$ cat src/rtl/sbreq_pkg.sv
package sbreq_pkg;
  localparam int unsigned SB_BYTE_W    = 8;
  localparam int unsigned SB_SLOT_LOG2 = 3;
  localparam logic [SB_BYTE_W-1:0] SB_NOP = '1;

  function automatic logic is_nop(input logic [SB_BYTE_W-1:0] b);
    return b == SB_NOP;
  endfunction
endpackage

$ cat src/rtl/sbreq_tx.sv
module sbreq_tx
  import sbreq_pkg::*;
#(
  parameter int unsigned BYTE_W    = SB_BYTE_W,
  parameter int unsigned SLOT_LOG2 = SB_SLOT_LOG2,
  parameter logic [BYTE_W-1:0] NOP = '1
) (
  input  logic                  clk,
  input  logic                  rst,
  input  logic                  run,
  input  logic                  req_valid,
  input  logic [2*BYTE_W-1:0]   req_data,
  output logic                  req_ready,
  output logic                  cc_mark,
  output logic [BYTE_W-1:0]     lane,
  output logic                  stb_f,
  output logic                  stb_s
);
  localparam int unsigned REQ_W = 2 * BYTE_W;

  logic [SLOT_LOG2-1:0] slot;
  logic                 running;
  logic                 pend;
  logic [BYTE_W-1:0]    lo_q;
  logic                 next_even;
  logic                 take;

  // registers update toward slot+1; that slot is even when the current one is odd
  assign next_even = slot[0];
  assign req_ready = next_even & run;
  assign take      = req_ready & req_valid;
  assign cc_mark   = (slot == '0);

  always_ff @(posedge clk) begin
    if (rst) begin
      slot    <= '0;
      running <= 1'b0;
      pend    <= 1'b0;
      lo_q    <= NOP;
      lane    <= NOP;
      stb_f   <= 1'b0;
      stb_s   <= 1'b0;
    end else begin
      slot <= slot + 1'b1;
      if (next_even) begin
        stb_s <= 1'b0;
        if (run) begin
          running <= 1'b1;
          stb_f   <= 1'b1;
          pend    <= take;
          lane    <= take ? req_data[REQ_W-1:BYTE_W] : NOP;
          lo_q    <= req_data[BYTE_W-1:0];
        end else begin
          running <= 1'b0;
          stb_f   <= 1'b0;
          pend    <= 1'b0;
          lane    <= NOP;
        end
      end else begin
        stb_f <= 1'b0;
        stb_s <= running;
        lane  <= (running && pend) ? lo_q : NOP;
        pend  <= 1'b0;
      end
    end
  end

  p_strobes_apart_r3: assert property (@(posedge clk) disable iff (rst)
    !(stb_f && stb_s));

  p_idle_lane_nop_r4: assert property (@(posedge clk) disable iff (rst)
    (!stb_f && !stb_s) |-> (lane == NOP));

  p_second_after_first_r8: assert property (@(posedge clk) disable iff (rst)
    $rose(stb_s) |-> $past(stb_f));

  p_low_byte_follows_r7: assert property (@(posedge clk) disable iff (rst)
    (stb_f && lane != NOP) |=> stb_s);

  p_accept_lands_r6: assert property (@(posedge clk) disable iff (rst)
    (req_valid && req_ready) |=> (stb_f && lane == $past(req_data[REQ_W-1:BYTE_W])));
endmodule

$ cat src/rtl/sbreq_rx.sv
module sbreq_rx
  import sbreq_pkg::*;
#(
  parameter int unsigned BYTE_W = SB_BYTE_W,
  parameter logic [BYTE_W-1:0] NOP = '1
) (
  input  logic                  clk,
  input  logic                  rst,
  input  logic [BYTE_W-1:0]     lane,
  input  logic                  stb_f,
  input  logic                  stb_s,
  output logic                  rsp_valid,
  output logic [2*BYTE_W-1:0]   rsp_data
);
  logic              f_q, s_q;
  logic              have_hi;
  logic [BYTE_W-1:0] hi_q;
  logic              rise_f, rise_s;

  assign rise_f = stb_f & ~f_q;
  assign rise_s = stb_s & ~s_q;

  always_ff @(posedge clk) begin
    if (rst) begin
      f_q       <= 1'b0;
      s_q       <= 1'b0;
      have_hi   <= 1'b0;
      hi_q      <= '0;
      rsp_valid <= 1'b0;
      rsp_data  <= '0;
    end else begin
      f_q       <= stb_f;
      s_q       <= stb_s;
      rsp_valid <= 1'b0;
      if (rise_f) begin
        have_hi <= (lane != NOP);
        hi_q    <= lane;
      end else if (rise_s) begin
        if (have_hi) begin
          rsp_valid <= 1'b1;
          rsp_data  <= {hi_q, lane};
        end
        have_hi <= 1'b0;
      end
    end
  end

  p_pair_complete_r9: assert property (@(posedge clk) disable iff (rst)
    rsp_valid |-> ($past(have_hi) && $past(rise_s)));

  p_nop_no_start_r10: assert property (@(posedge clk) disable iff (rst)
    (rise_f && lane == NOP) |=> !have_hi);
endmodule

$ cat src/rtl/sbreq_link.sv
module sbreq_link
  import sbreq_pkg::*;
#(
  parameter int unsigned BYTE_W    = SB_BYTE_W,
  parameter int unsigned SLOT_LOG2 = SB_SLOT_LOG2,
  parameter logic [BYTE_W-1:0] NOP = '1
) (
  input  logic                clk,
  input  logic                rst,
  input  logic                run,
  input  logic                req_valid,
  input  logic [2*BYTE_W-1:0] req_data,
  output logic                req_ready,
  output logic                cc_mark,
  output logic [BYTE_W-1:0]   sb_lane,
  output logic                sb_stb_f,
  output logic                sb_stb_s,
  output logic                rsp_valid,
  output logic [2*BYTE_W-1:0] rsp_data
);
  sbreq_tx #(.BYTE_W(BYTE_W), .SLOT_LOG2(SLOT_LOG2), .NOP(NOP)) tx_i (
    .clk(clk), .rst(rst), .run(run),
    .req_valid(req_valid), .req_data(req_data), .req_ready(req_ready),
    .cc_mark(cc_mark), .lane(sb_lane), .stb_f(sb_stb_f), .stb_s(sb_stb_s)
  );

  sbreq_rx #(.BYTE_W(BYTE_W), .NOP(NOP)) rx_i (
    .clk(clk), .rst(rst), .lane(sb_lane), .stb_f(sb_stb_f), .stb_s(sb_stb_s),
    .rsp_valid(rsp_valid), .rsp_data(rsp_data)
  );
endmodule

$ cat config.mk
export PLATFORM = sky130hd
export DESIGN_NAME = sbreq_link
export DESIGN_NICKNAME = d
export VERILOG_FILES = /design/src/rtl/sbreq_pkg.sv /design/src/rtl/sbreq_tx.sv /design/src/rtl/sbreq_rx.sv /design/src/rtl/sbreq_link.sv
export SDC_FILE = /design/constraint.sdc
export NUM_CORES = 1
export LEC_CHECK = 0
export ABC_AREA = 1
export BUFFER_PORTS_ARGS = -buffer_cell sky130_fd_sc_hd__buf_4
export CELL_PAD_IN_SITES_DETAIL_PLACEMENT = 1
export CELL_PAD_IN_SITES_GLOBAL_PLACEMENT = 1
export CORE_MARGIN = 10
export CORE_UTILIZATION = 35
export CTS_BUF_LIST = sky130_fd_sc_hd__clkbuf_16
export DETAILED_ROUTE_END_ITERATION = 7
export PLACE_DENSITY_LB_ADDON = 0.15
export SETUP_SLACK_MARGIN = 0.4
export SYNTH_ARGS = -nofsm -noshare
export SYNTH_HDL_FRONTEND = slang
export SYNTH_HIERARCHICAL = 1
export SYNTH_SLANG_ARGS = --single-unit
export TNS_END_PERCENT = 20
$ cat constraint.sdc
create_clock -name clk -period 1.5 [get_ports clk]
set_clock_uncertainty 0.05 [all_clocks]
set_input_delay 0.15 -clock clk [delete_from_list [all_inputs] [get_ports clk]]
set_output_delay 0.15 -clock clk [all_outputs]
set_load 0.1 [all_outputs]
After elaboration in Yosys (flattened, before gate mapping)
Cells that the tools add are included.

Add/sub/neg operators: 1. Eq/ne operators: 1. Multiplexer cells: 8. Bitwise gates (word level): 10. Reduce and logical (&&, ||, !) cells: 9.

Operators with widths (count): $mux W8 (4); $ne A8 B8 Y1 const B (1); $not A1 Y1 (6); $reduce_or A3 Y1 (2); $and A1 B1 Y1 (4); $mux W1 (4); $reduce_or A2 Y1 (2); $add A3 B1 Y3 const B (1); $logic_not A3 Y1 (1); $reduce_and A3 Y1 (1); $reduce_and A2 Y1 (1); $reduce_bool A2 Y1 (1); $logic_and A1 B1 Y1 (1).

Flip-flop bits (word level): 51. Input bits: 20. Word-level logic and storage cells: 42.

Logic depth before layout (Yosys ltp)
Gate-level depths: netlist of the first run.

Word-level depth: 5. Gate-level depth with buffers: 7. Gate-level depth less buffers: 6.

By module
Netlist of the first run, hierarchy kept.

By module, submodules not included: sbreq_rx (times used 1, cells each 156, area an instance 1219.9 um2); sbreq_tx (times used 1, cells each 128, area an instance 944.7 um2).

Least setup slack after synthesis of the first run
OpenSTA, ideal clock, no wires.

Path kind: register to output. From: reg tx_i.slot[0]. To: out cc_mark. Data arrival time: 1.992 ns. Slack: -0.692 ns. Stages on the path, launching flop included: 6. Path buffers: 1. Path through: dfxtp_1 clkbuf_8 inv_1 ha_1 inv_1 nor2_1.

Longest elaborated chain between the ends: 1.

Ends and longest elaborated chain: start, declared (RTL line sbreq_tx.sv:21) `logic [SLOT_LOG2-1:0] slot;`; start signal, assigned (RTL line sbreq_tx.sv:44) `slot <= slot + 1'b1;`; $logic_not A3 Y1 (RTL line sbreq_tx.sv:32) `assign cc_mark = (slot == '0);`; end, declared (RTL line sbreq_link.sv:14) `output logic cc_mark,`.

Every way passes these cells.

Worst setup path in the final report of the first run
Same ends and word-level chain as after synthesis.

==> metrics list, run 1 <==
- The run finished with clean final reports.
- Headroom to the max-slew limit came out at 0.798.
- Static leakage power: 1.48 nW
- Avg Vias per Cell: 4.42
- Routed vias: 1,858
- Num ports: 49
* Worst Max-Slew Pin Slew: 0.303 ns
- The die covers 9730 sq um.
- In this run the remaining antenna-violating nets after routing total 0.
* Dpl hpwl: 3.75 mm
* Worst setup path start: tx_i/slot[0]
- The routed design has 5.40 mm of wire.
- Setup repair after global routing missed its margin: true
* Peak supply drop: 0.546 mV
- In this run the worst hold path is classified as input port to flop.
* Register area: 1050 sq um
- The multi-input combinational cells in the finished layout cover a total of 952 sq um.
- Row cnt: 28
- Synth unique cells: 24
- In the synthesized netlist, the number of instances is 284.
- Effective utilization at floorplan: 0.363
* Total number of clock tree sinks: 51
- Clock tree synthesis selected as its root buffer the cell clkbuf_16.
- Placeable core area: 5960 sq um
- Area Overhead vs Synth: 41.0%
- Area of the mapped netlist: 2160 sq um
- Setup crit end kind: output port
* Number of antenna violations at the first check in global routing: 0
* Place WS: 0.293 ns
- TritonCTS built the clock tree.
* Minimum clock period after layout: 1.31 ns
- Synthesized area per cell: 7.62 sq um
* Delay of the slowest critical-path stage: 0.37 ns
- Worst path slowest cell: dfxtp_4
- Setup violations remaining at the end of the flow were counted as 0.
- In this run, the number of DRC markers left after iteration 0 of detailed routing was 21.
* Critical Path AT: 1.11 ns
- Routability congestion estimate: 0.731
- Commonest register cell after synthesis: dfxtp_1
* Number of optimization iterations in the first detailed-route pass: 4
- Number of global-route vias before repair: 1,932
* Maximum number of pins on one net before global-route repair: 35
- Wire length per cell: 12.9 microns
- In the final design database the tool counted 366 nets.
- The number of endpoints with negative hold slack in the final report is 0.
* Worst flop-to-flop path startpoint: tx_i/slot[0]
- TritonCTS created 5 clock buffers.
- Critical-path maximum fanout: 4
- Origin of the worst min-delay path: req_data[1]
* Deepest clock path buffer count: 2
* Critical-path cell list: inv_4, ha_4, inv_2, nor2_4, buf_12
- Post-synthesis sequential area ratio: 0.472
* Hold-fix buffer count after cts: 0
* Critical Path RT: 1.30 ns
* Clock insertion delay at the later pin of the skew report: 0.28 ns
- Ant diodes: 0
- Number of flops mapped to enable cells by yosys: 0
* Async S/R FF share, synth: 0
- Number of max-capacitance violations reported: 0
- The setup path with the least slack is of type flop to output port.
* Fraction of final layout cells with drive strength greater than 1: 0.374
* Post-route insts no fill: 420
- The layout has 732 filler cells.
* Worst setup SP type: flop
- The first global-routing pass estimated 9.03 mm of wire.
* Power per cell area: 924 nW/um^2
- Die Span X: 98.6 microns
- In this run, placement finished with an instance count of 401.
- Number of flip-flops and latches in the synthesized netlist: 51
- Counting every net in the synthesized netlist gives 306.
- Across every metal layer, demand over resource in global routing totals 0.109.
- Final setup slack of the worst path: 0.189 ns
- The die is 98.6 microns tall.
* Number of max-slew violations in the final report: 0
- After clock tree synthesis, the clock-pin slew on the worst setup and hold paths is 0.06 ns.
* Number of warnings printed during yosys synthesis: 6
- In the final timing run, aggregate negative setup slack is 0 ns.
* Port Buffers: 48
* Final worst-path cycle share: 0.874
* Most common cell after layout, fill and taps aside: buf_4
- DR DRC count: 0
- The H-tree was split into 2 levels.
- In the layout the commonest cells are buf_4, nand2_1, nor2_1, inv_1, dfxtp_1.
* FMAX: 0.763 GHz
- The total overflow left after global routing is 0.
- Final hold analysis gives a worst-case slack of 0.0179 ns.
## through the flow
step	util	power [mW]	cell area (sq um)
after floorplan	-	1.65	2250
after global placement	0.445	1.73	2650
after detailed placement	0.445	1.74	2650
after CTS	0.492	2.85	2930
after global routing	0.512	2.97	3050
final	0.512	2.82	3050
## final timing paths
check | end | slack (ns) | cells after the start
min | tx_i/lo_q[1] | 0.02 | 3
max reg2reg | tx_i/lane[7] | 0.28 | 6
max | cc_mark | 0.19 | 5
min reg2reg | rx_i/hi_q[7] | 0.40 | 2
## flip-flops by register name (all words and copies together) (netlist names)
| name | cells |
|---|---|
| rx_i/rsp_data | 16 |
| rx_i/hi_q | 8 |
| tx_i/lane | 8 |
| tx_i/lo_q | 8 |
| tx_i/slot | 3 |
| rx_i/f_q | 1 |
| rx_i/have_hi | 1 |
| rx_i/rsp_valid | 1 |
| rx_i/s_q | 1 |
| tx_i/pend | 1 |
| tx_i/running | 1 |
| tx_i/stb_f | 1 |
| tx_i/stb_s | 1 |
## final cells by class
| cell class | instances | area share |
|---|---|---|
| inverter | 47 | 0.0603 |
| clock inverter | 3 | 0.00533 |
| sequential | 51 | 0.346 |
| timing repair buffer | 63 | 0.205 |
| clock buffer | 5 | 0.0410 |
| multi-input combinational | 176 | 0.312 |
| tap | 75 | 0.0308 |
## per-layer routing
metal	GRT usage	vias up	share of wire	wire, microns
met4	0.0298	0	0.0070	38
li1	-	990	-	-
met2	0.196	28	0.52	2830
met5	0	-	0	0
met3	0.0356	2	0.042	227
met1	0.120	838	0.43	2300
## power by group
group | switching, mW | internal (mW)
clock | 0.464 | 0.609
sequential | 0.0229 | 1.39
combinational | 0.205 | 0.133
## critical path: cells and delay by family, from the launching register on
kind,cells,cell delay (ns)
buffers and inverters,3,0.26
DFF,1,0.37
adders and majority gates,1,0.11
and+or+nand+nor,1,0.09
## synthesized netlist by cell type, types with 2 or more instances
library cell	instances	area share
nor2_8	2	0.018
nand2_2	3	0.0087
nand3_1	16	0.037
nor2_2	20	0.058
inv_2	3	0.0052
dfxtp_1	51	0.47
nor2_1	45	0.078
nand4_1	16	0.046
inv_1	43	0.075
o21ai_0	9	0.021
nand2_1	48	0.083
ha_1	2	0.012
a21oi_1	9	0.021
buf_2	7	0.016
## kinds of logic (layout without fill, tap and decap cells)
family / Yosys count / in the layout / synth area share
flops: 51 / 51 / 0.472
buf+inv: 58 / 118 / 0.121
xor+xnor: 1 / 1 / 0.00405
simple gates: 154 / 155 / 0.350
fa+ha+maj: 2 / 2 / 0.0116
compound gates: 18 / 18 / 0.0416
## timing repair
| action | 4_1_cts | 5_1_grt |
|---|---|---|
| pin swaps | 3 | 6 |
| buffers inserted | 5 | 4 |
| setup endpoints to repair | 56 | 67 |
| gates cloned | 1 | 1 |
| gates resized for setup | 16 | 27 |
(Power assumes the default switching activity.)
==> run 2, diff against run 1 <==
- CORE_UTILIZATION: 35 -> 38
==> run 2 against run 1 <==
Against the previous run: final area up 0.33%; clock power about the same; first-iteration DRC count up 100%; cell count up 0.24%; via count up 3.9%; combinational power up 3%; worst setup slack worse by 0.0045 ns; global-route usage up 1.8 points; die area down 6.3%; sequential power about the same; fmax down 0.34%; non-clock buffer count up 4.
==> metrics list, run 2 (synthesis gave the netlist of run 1 again) <==
- Switching power of the nets: 715 uW
- The final layout contains routed wiring with a total length of 5.66 mm.
* Flop pwr share: 0.495
- Counting instances, the worst hold path has a depth of 3.
- The number of clock buffers added by TritonCTS is 5.
- Number of global-route vias before repair: 1,953
- The number of pins exceeding their max-slew limit in the final report came to 0.
- The core region is 5510 sq um.
- The final layout contains 370 nets.
- Setup repair after global routing could not meet its margin everywhere.
- Static leakage power: 1.48 nW
* Total number of clock tree sinks: 51
- For the worst-skew pair, the clock arrives at the later sink with an insertion delay of 0.29 ns.
- Num ports: 49
- Final ANT Viol Nets: 0
- Wire length per cell: 13.5 microns
- Full die area: 9120 sq um
* FMAX: 0.760 GHz
- The routed layout has 1,930 vias.
* Total Negative Setup Slacks: 0 ns
- DIE HEIGHT: 95.5 microns
- The worst-case IR drop observed on VDD is 0.578 mV.
- H-tree depth reported by CTS: 2
- Worst Max-Slew Pin Slew: 0.342 ns
* Deepest clock path buffer count: 2
- Number of antenna violations at the first check in global routing: 0
- Slack of the worst reg-to-reg path: 0.27 ns
- Number of DRC markers after the initial detailed-route iteration: 42
- The startpoint identified for the worst register-to-register timing path is tx_i/stb_f.
* Flip-flop count of the largest register after layout: 16
- Number of optimization iterations in the first detailed-route pass: 3
- Of the total power, the clock network draws 0.383.
- Setup CP Type: flop to output port
* DR DRC count: 0
* Total grt overflow: 0
- Power per cell area: 930 nW/um^2
- Of the cells placed in the final design, the portion with a size suffix greater than 1 is 0.395.
- Area Overhead vs Synth: 41.4%
- Port Buffers: 48
- Of the total power, the share spent switching nets is 0.251.
- Gate power share: 0.122
- The flow ran to the end, and the final reports show no timing, DRC or antenna violations.
- STA classifies the critical path endpoint as an output port.
- Setup violations remaining at the end of the flow were counted as 0.
* Leading cell types in the layout, fill and taps excluded: buf_4, nand2_1, inv_1, nor2_1, dfxtp_1
- Entering global routing, the biggest net connects 35 pins.
* Number of max-capacitance violations reported: 0
- Critical Path RT: 1.30 ns
- Wire length of the first global-routing pass: 9.32 mm
- Avg Vias per Cell: 4.58
- Routability-driven placement finished with a final weighted congestion of 0.762.
* Die Span X: 95.5 microns
- Dpl hpwl: 3.89 mm
- Slew HR: 0.772
- Tot GR Track Use: 0.127
- Leaving out fill and tap cells, the most frequent cell in the layout is buf_4.
- Of all nets on the critical path, the largest fanout is 4.
- Classification of the worst-slack hold path: input port to flop
* Worst r2r path cells: 7
- The endpoint identified for the worst register-to-register timing path is rx_i/rsp_data[6].
- The worst hold path begins at req_data[1].
- Clock root cell: clkbuf_16
* Critical Path AT: 1.12 ns
- Dividing the final minimum period by the clock period gives 0.877.
* Ant diodes: 0
- The floorplan has 27 rows.
- For this run, the share of the core covered by cells in the final layout is 0.556.
- TritonCTS built the clock tree.
- Final hold viol count: 0
* Internal power consumption: 2.13 mW
- The initial utilization of the core area, before any placement, comes to 0.393.
* Worst setup SP type: flop
* Clock transition time at the flip-flop clock pins of the worst setup and hold paths: 0.06 ns
* Largest Register: rx_i/rsp_data
- Minimum clock period after layout: 1.32 ns
* Destination of the worst hold path: tx_i/lo_q[1]
==> run 2: cell types whose count changed in the layout (fill, tap and decap cells not counted), moves of 2 or more <==
cell / previous run / this run
nor2_2: 16 / 18
nand2_4: 2 / 0
dfxtp_1: 32 / 34
buf_4: 50 / 54
nor2_1: 43 / 40
buf_12: 10 / 6
nand2_2: 2 / 7
nand2_1: 47 / 44
buf_8: 0 / 3
==> run 2: worst max-delay path by stage <==
stage | start | end | slack, ns | cells after the start
detailed placement | tx_i/stb_s | rx_i/rsp_data[8] | 0.28 | 6
CTS | tx_i/slot[0] | cc_mark | 0.17 | 5
finish | tx_i/slot[0] | cc_mark | 0.18 | 5
floorplan | tx_i/slot[0] | cc_mark | 0.12 | 5
global placement | tx_i/slot[0] | req_ready | 0.32 | 3
global route | tx_i/slot[0] | req_ready | 0.15 | 3
==> run 2: repair_timing <==
| item | in CTS | in global routing |
|---|---|---|
| gates resized for setup | 18 | 23 |
| pin swaps | 2 | 13 |
| hold endpoints to repair | 1 | 0 |
| buffers inserted | 6 | 6 |
| setup endpoints to repair | 59 | 71 |
| gates cloned | 1 | 1 |
| hold buffers | 1 | 0 |
==> run 2: worst max-delay path, stage by stage (launching register included) <==
cell and delay (ns):
dfxtp_4 0.36, inv_4 0.05, ha_4 0.11, inv_2 0.03, nor2_4 0.09, buf_12 0.18
==> run 2: area by class of cell <==
class / instances / area (sq um)
Clock buffer: 5 / 125
Clock inverter: 3 / 16.3
Fill cell: 690 / 2440
Inverter: 47 / 184
Multi-Input combinational cell: 176 / 966
Sequential cell: 51 / 1050
Tap cell: 72 / 90.1
Timing Repair Buffer: 67 / 631
==> run 2: layer usage <==
metal,GRT usage,share of wire,routed length [microns]
met1,0.135,0.40,2270
met2,0.231,0.55,3100
met3,0.0408,0.045,255
met4,0.0405,0.0065,37
met5,0,0,0
==> run 2: per-stage QoR <==
step	cell area, sq um	cells	setup WS [ns]	total power, mW	hold slack, ns
floorplan	2250	284	0.121	1.65	0.169
global route	3060	421	0.149	2.97	0.0139
finish	3060	421	0.185	2.85	0.00656
CTS	2950	414	0.171	2.87	0.00192
detailed placement	2650	398	0.278	1.74	0.304
global placement	2650	398	0.318	1.73	0.299
==> run 2: power by group through the flow <==
stage,sequential [mW],clock [mW],combinational [mW]
2_1_floorplan,1.46,0,0.194
3_3_place_gp,1.45,0,0.287
3_5_place_dp,1.45,0,0.292
4_1_cts,1.41,1.14,0.323
5_1_grt,1.41,1.18,0.382
6_report,1.41,1.09,0.346
==> run 3, diff against run 2 <==
- CELL_PAD_IN_SITES_DETAIL_PLACEMENT: 1 -> 0
==> run 3 against run 2 <==
Against the previous run: via count shrank 5.5%; combinational power is essentially flat; critical endpoint unchanged; sequential power is essentially flat; fmax is essentially flat; critical path depth is the same; first-iteration DRC count grew 74%; non-clock buffer count shrank 2; count of clock-buffer cells in the layout is the same; final area grew 1.1%; core utilization grew 0.64 points.
==> metrics list, run 3 (synthesis gave the netlist of run 1 again) <==
* Minimum clock period after layout: 1.32 ns
- For this run, the number of standard cells in the final layout without fillers is 419.
- The worst register-to-register path has a depth of 6.
* Full die area: 9120 sq um
- In the finished design, the share of the clock period the worst path needs comes to 0.877.
- Slew HR: 0.805
- Wire length of the first global-routing pass: 8.14 mm
- For this design, the CTS-stage hold fixing added 0 buffers.
* Critical-path maximum fanout: 4
- Area Overhead vs Synth: 43.1%
- The H-tree was split into 2 levels.
* Inserted Clock Buffers: 5
* Maximum number of pins on one net before global-route repair: 35
- Number of optimization iterations in the first detailed-route pass: 4
- In the routed layout, each cell is associated on average with a via count of 4.35.
- The initialized floorplan defines 27 standard-cell rows.
- Clock transition time at the flip-flop clock pins of the worst setup and hold paths: 0.06 ns
- Origin of the worst min-delay path: req_data[0]
- # setup viols final: 0
* Die Span X: 95.5 microns
- Number of max-slew violations in the final report: 0
- The library cell used most frequently in the layout, excluding fill and tap cells, is buf_4.
- Area used by multi-input combinational logic: 957 sq um
- In the final layout, flip-flops and latches occupy 1050 sq um.
* Setup repair after global routing missed its margin: true
* Slack of the worst reg-to-reg path: 0.34 ns
* Clock insertion delay at the later pin of the skew report: 0.29 ns
* Leading cell types in the layout, fill and taps excluded: buf_4, nand2_1, nor2_1, inv_1, dfxtp_1
- Routability congestion estimate: 0.762
- Clock root cell: clkbuf_16
- The detail route stage leaves a number of antenna-violating nets equal to 0.
* Worst flop-to-flop path startpoint: tx_i/slot[0]
- Routed vias: 1,824
- Total number of nets in the final design: 368
- Number of placed cells counting well taps: 398
* Critical Path RT: 1.30 ns
- Buffers placed on the I/O ports in this run total 48.
- RR Endpoint: tx_i/lane[5]
* Power per cell area: 915 nW/um^2
- The run finished with clean final reports.
- Global routing finished with a remaining overflow of 0.
- Total Negative Setup Slacks: 0 ns
- Critical Path AT: 1.12 ns
- For hold timing, the worst endpoint is tx_i/lo_q[0].
* Peak supply drop: 0.665 mV
- Final hold viol count: 0
- STA classifies the critical path startpoint as a flop.
* Ant diodes: 0
- Dpl hpwl: 3.35 mm
- Based on the critical path, the design can be clocked at up to 0.760 GHz.
- Placeable core area: 5510 sq um
- For this design the top-level I/O count stands at 49.
- The worst setup path is captured at an output port.
* Static leakage power: 1.50 nW
* Number of global-route vias before repair: 1,791
- Number of inserted filler cells in the final layout: 523
* Clock tree from TritonCTS: done
- For this configuration, the core starts out at a cell density of 0.393.
- Worst Max-Slew Pin Slew: 0.292 ns
- DR DRC count: 0
* Largest Register: rx_i/rsp_data
* Classification of the worst-slack hold path: input port to flop
- Across the run, the number of max-cap violations was 0.
* Number of antenna violations at the first check in global routing: 0
- Counting instances, the worst hold path has a depth of 3.
- In the final routed layout, each cell accounts on average for 11.7 microns.
* Drt total wl: 4.92 mm
- Flip-flop count of the largest register after layout: 16
- The detailed router finished its first iteration with 73 violations.
- Measured along the y axis, the die boundary spans 95.5 microns.
- In the final layout, the share of cells above drive strength 1 is 0.383.
- Total number of clock tree sinks: 51
* Tot GR Track Use: 0.110
* Setup CP Type: flop to output port
- Counting along the longest clock path gives a buffer depth of 2.
run 3: metal layers:
layer / routed length (microns) / share of wire / global-route usage / up-vias
met1: 2050 / 0.42 / 0.119 / 796
met4: 55 / 0.011 / 0.0332 / 0
li1: - / - / - / 995
met5: 0 / 0 / 0 / -
met2: 2560 / 0.52 / 0.199 / 28
met3: 254 / 0.052 / 0.0361 / 5
run 3: stage by stage:
step                hold WS, ns   util  cell area, sq um  power (mW)  setup slack (ns)
CTS                     0.00408  0.535              2950        2.86             0.173
global route             0.0120  0.562              3100        2.97             0.153
global placement          0.299  0.481              2650        1.73             0.318
finish                  0.00801  0.562              3100        2.83             0.184
floorplan                 0.169      -              2250        1.65             0.121
detailed placement        0.302  0.481              2650        1.73             0.301
run 3: worst max-delay path, cell delays in order, from the launching register on:
cell and delay (ns):
dfxtp_4 0.37, inv_4 0.05, ha_4 0.11, inv_2 0.03
nor2_4 0.09, buf_12 0.18
run 3: how the worst max path moves through the flow:
stage,startpoint,end,depth (start not counted)
floorplan,tx_i/slot[0],cc_mark,5
global placement,tx_i/slot[0],req_ready,3
detailed placement,tx_i/stb_s,rx_i/rsp_data[8],6
CTS,tx_i/slot[0],cc_mark,5
global route,tx_i/slot[0],cc_mark,5
finish,tx_i/slot[0],cc_mark,5
run 3: layout make-up:
cell class,count,share of cell area
Timing Repair Buffer,65,0.217
Sequential cell,51,0.340
Clock inverter,3,0.00485
Multi-Input combinational cell,176,0.309
Tap cell,72,0.0291
Inverter,47,0.0594
Clock buffer,5,0.0404
run 3: what timing repair did:
action / 4_1_cts / 5_1_grt
buffers inserted: 5 / 5
gates resized for setup: 32 / 15
pin swaps: 2 / 12
setup endpoints to repair: 54 / 63
cloned: 0 / 3
run 3: power by group:
part / internal [mW] / switching [mW] / leakage [nW] / total (mW)
combinational: 0.140 / 0.204 / 1.01 / 0.344
sequential: 1.39 / 0.0218 / 0.417 / 1.41
clock: 0.610 / 0.469 / 0.0753 / 1.08
total: 2.14 / 0.694 / 1.50 / 2.83
